`src/rtl/pg_sequencer.sv`:
```
module pg_sequencer #(
  parameter int DIV_W       = 16,
  parameter int CNT_W       = 8,
  parameter bit ACTIVE_HIGH = 1'b1
) (
  input  logic             clk,
  input  logic             abort,
  input  logic             start,
  input  logic [DIV_W-1:0] period_b,
  input  logic [DIV_W-1:0] period_c,
  input  logic [DIV_W-1:0] period_d,
  output logic             flag_a,
  output logic             flag_b,
  output logic             flag_c,
  output logic             flag_d,
  output logic             sleep
);
  localparam int NFLAG = 4;
  localparam logic [CNT_W-1:0] LAST_TICK = CNT_W'((2**CNT_W) - 2);
  localparam logic [2:0] ST_IDLE  = 3'd0;
  localparam logic [2:0] ST_SLEEP = 3'd4;

  logic [2:0]       stg;
  logic [DIV_W-1:0] div;
  logic [CNT_W-1:0] cnt;
  logic [DIV_W-1:0] per;
  logic             timing;
  logic             tick;
  logic             advance;
  logic [NFLAG-1:0] act;
  logic [NFLAG-1:0] pin;

  always_comb begin
    case (stg)
      3'd1:    per = period_b;
      3'd2:    per = period_c;
      default: per = period_d;
    endcase
  end

  assign timing  = (stg != ST_IDLE) && (stg != ST_SLEEP);
  assign tick    = timing && (div >= per);
  assign advance = tick && (cnt == LAST_TICK);

  always_ff @(posedge clk) begin
    if (abort) begin
      stg <= ST_IDLE;
      div <= '0;
      cnt <= '0;
    end else if (stg == ST_IDLE) begin
      div <= '0;
      cnt <= '0;
      if (start) stg <= 3'd1;
    end else if (advance) begin
      stg <= stg + 3'd1;
      div <= '0;
      cnt <= '0;
    end else if (tick) begin
      div <= '0;
      cnt <= cnt + 1'b1;
    end else if (timing) begin
      div <= div + 1'b1;
    end
  end

  for (genvar i = 0; i < NFLAG; i++) begin : g_flag
    assign act[i] = (stg > 3'(i));
    if (ACTIVE_HIGH) begin : g_hi
      assign pin[i] = act[i];
    end else begin : g_lo
      assign pin[i] = ~act[i];
    end
  end

  assign flag_a = pin[0];
  assign flag_b = pin[1];
  assign flag_c = pin[2];
  assign flag_d = pin[3];
  assign sleep  = (stg == ST_SLEEP);
endmodule

```
`config.mk`:
```
export PLATFORM = sky130hd
export DESIGN_NAME = pg_sequencer
export DESIGN_NICKNAME = d
export VERILOG_FILES = /design/src/rtl/pg_sequencer.sv
export SDC_FILE = /design/constraint.sdc
export NUM_CORES = 1
export LEC_CHECK = 0
export ABC_CLOCK_PERIOD_IN_PS = 9300
export BUFFER_PORTS_ARGS = -buffer_cell sky130_fd_sc_hd__buf_2
export CAP_MARGIN = 5
export CORE_AREA = 4 4 76 78
export DETAILED_ROUTE_END_ITERATION = 10
export DIE_AREA = 0 0 80 82
export PLACE_DENSITY = 0.66
export SETUP_SLACK_MARGIN = 0.4
export SYNTH_ARGS = -nofsm -noshare
export SYNTH_HDL_FRONTEND = slang
export SYNTH_SLANG_ARGS = --single-unit
```
`constraint.sdc`:
```
create_clock -name clk -period 9.3 [get_ports clk]
set_input_delay 0.465 -clock clk [delete_from_list [all_inputs] [get_ports clk]]
set_output_delay 0.465 -clock clk [all_outputs]
set_load 0.03 [all_outputs]
```
======== Word-level counts from Yosys, hierarchy flattened ========
Cells that the tools add are included.
cells by class
  add/sub/neg operators ................... 3
  $lt $le $gt $ge ......................... 5
  equality and inequality tests ........... 6
  multiplexer cells ....................... 4
  reduce and logical (&&, ||, !) cells .... 9
operators by type and width
  cell                                                           count
  case mux 16 bit (2 select lines)                               1
  adder 16 x 1 -> 16 bit, second input constant                  1
  greater-or-equal comparator 16 bit                             1
  two-way mux 3 bit                                              3
  adder 8 x 1 -> 8 bit, second input constant                    1
  == test 8 bit, second input constant                           1
  greater-than comparator 3 x 1 -> 1 bit, second input constant  2
  greater-than comparator 3 x 2 -> 1 bit, second input constant  2
  OR reduction 4 bit                                             1
  adder 3 x 1 -> 3 bit, second input constant                    1
  == test 3 x 1 -> 1 bit, second input constant                  1
  == test 3 x 2 -> 1 bit, second input constant                  1
  == test 3 bit, second input constant                           1
  logical AND 1 bit                                              3
  zero test 3 bit                                                1
  != test 3 bit, second input constant                           1
  nonzero test 3 bit                                             1
  OR reduction 3 bit                                             1
  != test 2 bit, second input constant                           1
  AND reduction 2 bit                                            1
  nonzero test 2 bit                                             1
word-level totals
  register bits ........................... 27
  logic and storage cells ................. 30

======== Longest topological paths before layout ========
  word-level depth ........................ 7
  depth in mapped cells ................... 16

======== Worst setup path before layout ========
OpenSTA, ideal clock, no wires.
  path kind ............................... register -> register
  from .................................... register stg[0]
  to ...................................... register stg[1]
  library setup time ...................... 0.072 ns
  arrival time ............................ 3.388 ns
  path slack .............................. 5.840 ns
  cell stages (with the launch flop) ...... 16
  path buffers ............................ 3
  cells stage by stage .................... dfxtp_1 inv_1 ha_1 nor2b_1 clkbuf_1 nor2_1 clkbuf_1 a21oi_1 ha_1 nand4_1 or3_4 a2111oi_4 o41ai_2 buf_4 o21ai_1 mux2i_1
on the way
  cells in the longest elaborated chain, start to end .. 7
ends and longest elaborated chain
  what                                                              line  RTL
  start: declaration                                                23    logic [2:0] stg;
  start signal: assignment                                          55    stg <= stg + 3'd1;
  == test 3 x 2 -> 1 bit or == test 3 x 1 -> 1 bit (tied branches)  34    case (stg)
  case mux 16 bit (2 select lines)                                  34
  greater-or-equal comparator 16 bit                                42    assign tick = timing && (div >= per);
  logical AND 1 bit                                                 42
  logical AND 1 bit                                                 43    assign advance = tick && (cnt == LAST_TICK);
  nonzero test 2 bit (no source line)                               -
  AND reduction 2 bit (no source line)                              -
Several ways; a longest one is shown, not always the timed one. The select of a mux whose other input is x is not followed.
A chain may end at the register's enable or synchronous reset.

======== Final worst setup path ========
  from .................................... register stg[0]
  to ...................................... register div[1]
on the way
  cells in the longest elaborated chain, start to end .. 6
ends and longest elaborated chain
  what                                                              line  RTL
  == test 3 x 2 -> 1 bit or == test 3 x 1 -> 1 bit (tied branches)  34
  case mux 16 bit (2 select lines)                                  34
  greater-or-equal comparator 16 bit                                42
  logical AND 1 bit                                                 42
  logical AND 1 bit                                                 43
  OR reduction 4 bit (no source line)                               -
  end signal: assignment                                            62    div <= div + 1'b1;
  end: declaration                                                  24    logic [DIV_W-1:0] div;
Several ways; a longest one is shown, not always the timed one.

==> results.tsv <==
stage	metric	value	unit
status	outcome	completed	
critical_path	crit path launch type	flip-flop	
critical_path	Slowest-stage cell, CP	o41ai_2	
timing	skew final	0.00460	ns
yosys	post-synthesis async set-or-reset flop share	0	
worst_hold_path	HP Class	input pin to flip-flop	
cts	CTS clk-pin slew, worst paths	0.10	ns
critical_path	slowest cell delay on critical path	1.02	ns
global_route	met1 global-route usage	0.190	
die	Initial Utilization	0.393	
global_route	grt met2 use	0.248	
finish	diode count	0	
timing	setup TNS	0	ns
die	io pins	56	
timing	Final setup viols	0	
cts	hold buffers post-CTS	0	
global_route	pin count of the biggest net entering global routing	18	
yosys	Synthesized Nets	313	
routing	1st-pass router iterations	4	
die	Die Area	6560	um^2
die	height of the die	82	um
cts	CTS tree	yes	
timing	Fin Hold WS	0.394	ns
critical_path	Cell Chain, Critical Path	inv_1 > ha_1 > nor2b_1 > buf_4 > nor2_1 > nand2_1 > nand2_1 > ha_1 > nand2b_4 > a2111oi_4 > a2111oi_4 > o41ai_2 > nand2b_1 > nor2_1	
routing	via count	1869	
cts	setup fix buffers added after clock tree synthesis	0	
yosys	mean cell area of the mapped netlist	8.39	um^2
finish	non-filler cells, final	360	
timing	Fin. Hold Viols	0	
routing	Via density	5.19	
timing	Tmin final	4.91	ns
cts	CTS resizes	0	
timing	FMAX	204	MHz
yosys	Top FF cell, synth	dfxtp_1	
cts	Num CTS Buffers	3	
critical_path	Req. time, crit path	9.51	ns
global_route	remaining global-route overflow	0	
timing	slew at the pin with the worst max-slew slack	1.19	ns
cts	clk sinks	27	
finish	most common cell after layout, fill and taps aside	buf_2	
power_and_ir_drop	IR drop worst, VDD	0.0000952	V
routing	Residual DRC	0	
global_route	initial antenna violation count	0	
timing	final cycle utilization of the critical path	0.528	
die	DIE WIDTH	80	um
place	RePlAce Congestion	0.802	
yosys	Synth Warn #	0	
place	# port buffers	55	
global_route	first-pass GRT wire length	7760	um
finish	fin nets	366	
finish	fraction of layout cells with a size suffix above 1	0.248	
cts	clk buf depth	2	
place	number of cells after detailed placement	356	
yosys	register area share after synthesis	0.271	
yosys	Syn Std Cell Area	2000	um^2
power_and_ir_drop	P_leak	0.999	nW
routing	drt wl/cell	13.2	um
timing	Worst slew margin	0.199	
critical_path	crit path max fanout	17	
cts	Root Buffer	clkbuf_8	
global_route	gr usage total	0.149	
routing	Routed Antenna Nets	0	
job	max cap viols	0	
critical_path	crit path kind	flip-flop to flip-flop	
place	hpwl dp	3680	um
cts	Worst-Skew Late Latency	0.28	ns
finish	Final Core Density	0.469	
critical_path	CP Capture Type	flip-flop	
yosys	Yosys cell types	41	
cts	H-tree lvl count	1	
power_and_ir_drop	cell area power density	111	nW/um^2
routing	starting DRC count in detailed routing	35	
critical_path	crit path DAT	5.12	ns
global_route	vias in the first global route	1754	
die	core area	5070	um^2
yosys	Post-synth EDFFs	0	
yosys	Synth Register Bits	27	
timing	Slew Limit Fails	0	
global_route	met3 Usage GRT	0.0373	
die	Rows	26	
finish	post-synthesis to final-layout area growth	19.1	%
yosys	Post-Synthesis Cells	238	
finish	most frequent cells in the layout	55 x buf_2, 30 x a21oi_1, 27 x dfxtp_1, 26 x nor2_1, 24 x ha_1	
global_route	GR peak layer	met2	
timing	unrepaired setup endpoints after global routing	false	
routing	final WL	4740	um
## worst max-delay path, delay by kind of cell, from the launching register on
kind,cells,cell delay [ns]
AOI/OAI and AO/OA,3,1.48
and+or+nand+nor,7,2.17
buffers and inverters,2,0.30
DFF,1,0.46
adders and majority gates,2,0.43
## Yosys cell counts (all sizes together), types with 2 or more instances
cell / count / area [um^2]
a22o: 15 / 131
and4: 3 / 26.3
a2111oi: 2 / 55.1
nand2: 15 / 56.3
nand2b: 5 / 38.8
or3: 4 / 30.0
xor2: 12 / 105
o21a: 2 / 15.0
nand4: 5 / 31.3
a211oi: 2 / 25.0
nand3b: 4 / 30.0
dfxtp: 27 / 541
clkbuf: 6 / 22.5
mux2i: 2 / 20.0
nand3: 9 / 45.0
buf: 4 / 27.5
xnor2: 3 / 26.3
o21ai: 11 / 55.1
a21oi: 30 / 150
nor2b: 4 / 25.0
and3: 4 / 25.0
nor2: 27 / 104
inv: 9 / 33.8
ha: 24 / 300
## cell families (layout without fill, tap and decap cells)
kind of cell | after synthesis | after routing | share of synthesized area
mux | 2 | 2 | 0.0100
xor+xnor | 15 | 15 | 0.0658
simple gates | 83 | 83 | 0.217
flops | 27 | 27 | 0.271
compound gates | 68 | 68 | 0.244
buf+inv | 19 | 71 | 0.0420
fa+ha+maj | 24 | 24 | 0.150
## per-layer routing
metal,vias to the layer above,part of all wire
li1,964,-
met4,0,0.012
met1,841,0.48
met3,4,0.072
met5,-,0
met2,60,0.43
## report_power, final
part,leakage [nW],switching (W),internal (W)
sequential,0.218,0.00000202,0.000117
combinational,0.756,0.0000423,0.0000341
clock,0.0255,0.0000384,0.0000301
total,0.999,0.0000826,0.000181
## through the flow
stage	setup slack, ns	power (W)	cell area (um^2)
floorplan	5.84	0.000175	2000
finish	4.39	0.000264	2380
global placement	4.54	0.000197	2330
global route	3.91	0.000280	2380
detailed placement	4.37	0.000199	2330
CTS	4.38	0.000268	2380
## flip-flops by register name, indices dropped and copies added, names as in the netlist
signal	count
stg	3
cnt	8
div	16
## worst paths after layout
path	start	end	slack (ns)	cells past startpoint
worst max-delay path	stg[0]$_SDFFE_PP0P_	div[1]$_SDFFE_PP0P_	4.39	14
worst min-delay path	abort	stg[0]$_SDFFE_PP0P_	0.39	2
worst max register to register	stg[0]$_SDFFE_PP0P_	div[1]$_SDFFE_PP0P_	4.39	14
worst min register to register	cnt[7]$_SDFFE_PP0P_	cnt[7]$_SDFFE_PP0P_	0.50	2
## layout make-up
type / count / area (um^2)
inverter: 9 / 33.8
clock inverter: 1 / 5.00
sequential: 27 / 541
clock buffer: 3 / 41.3
timing repair buffer: 58 / 298
multi-input combinational: 192 / 1370
fill: 509 / 2700
tap: 70 / 87.6
No activity file was read; power rests on OpenSTA's default activity.
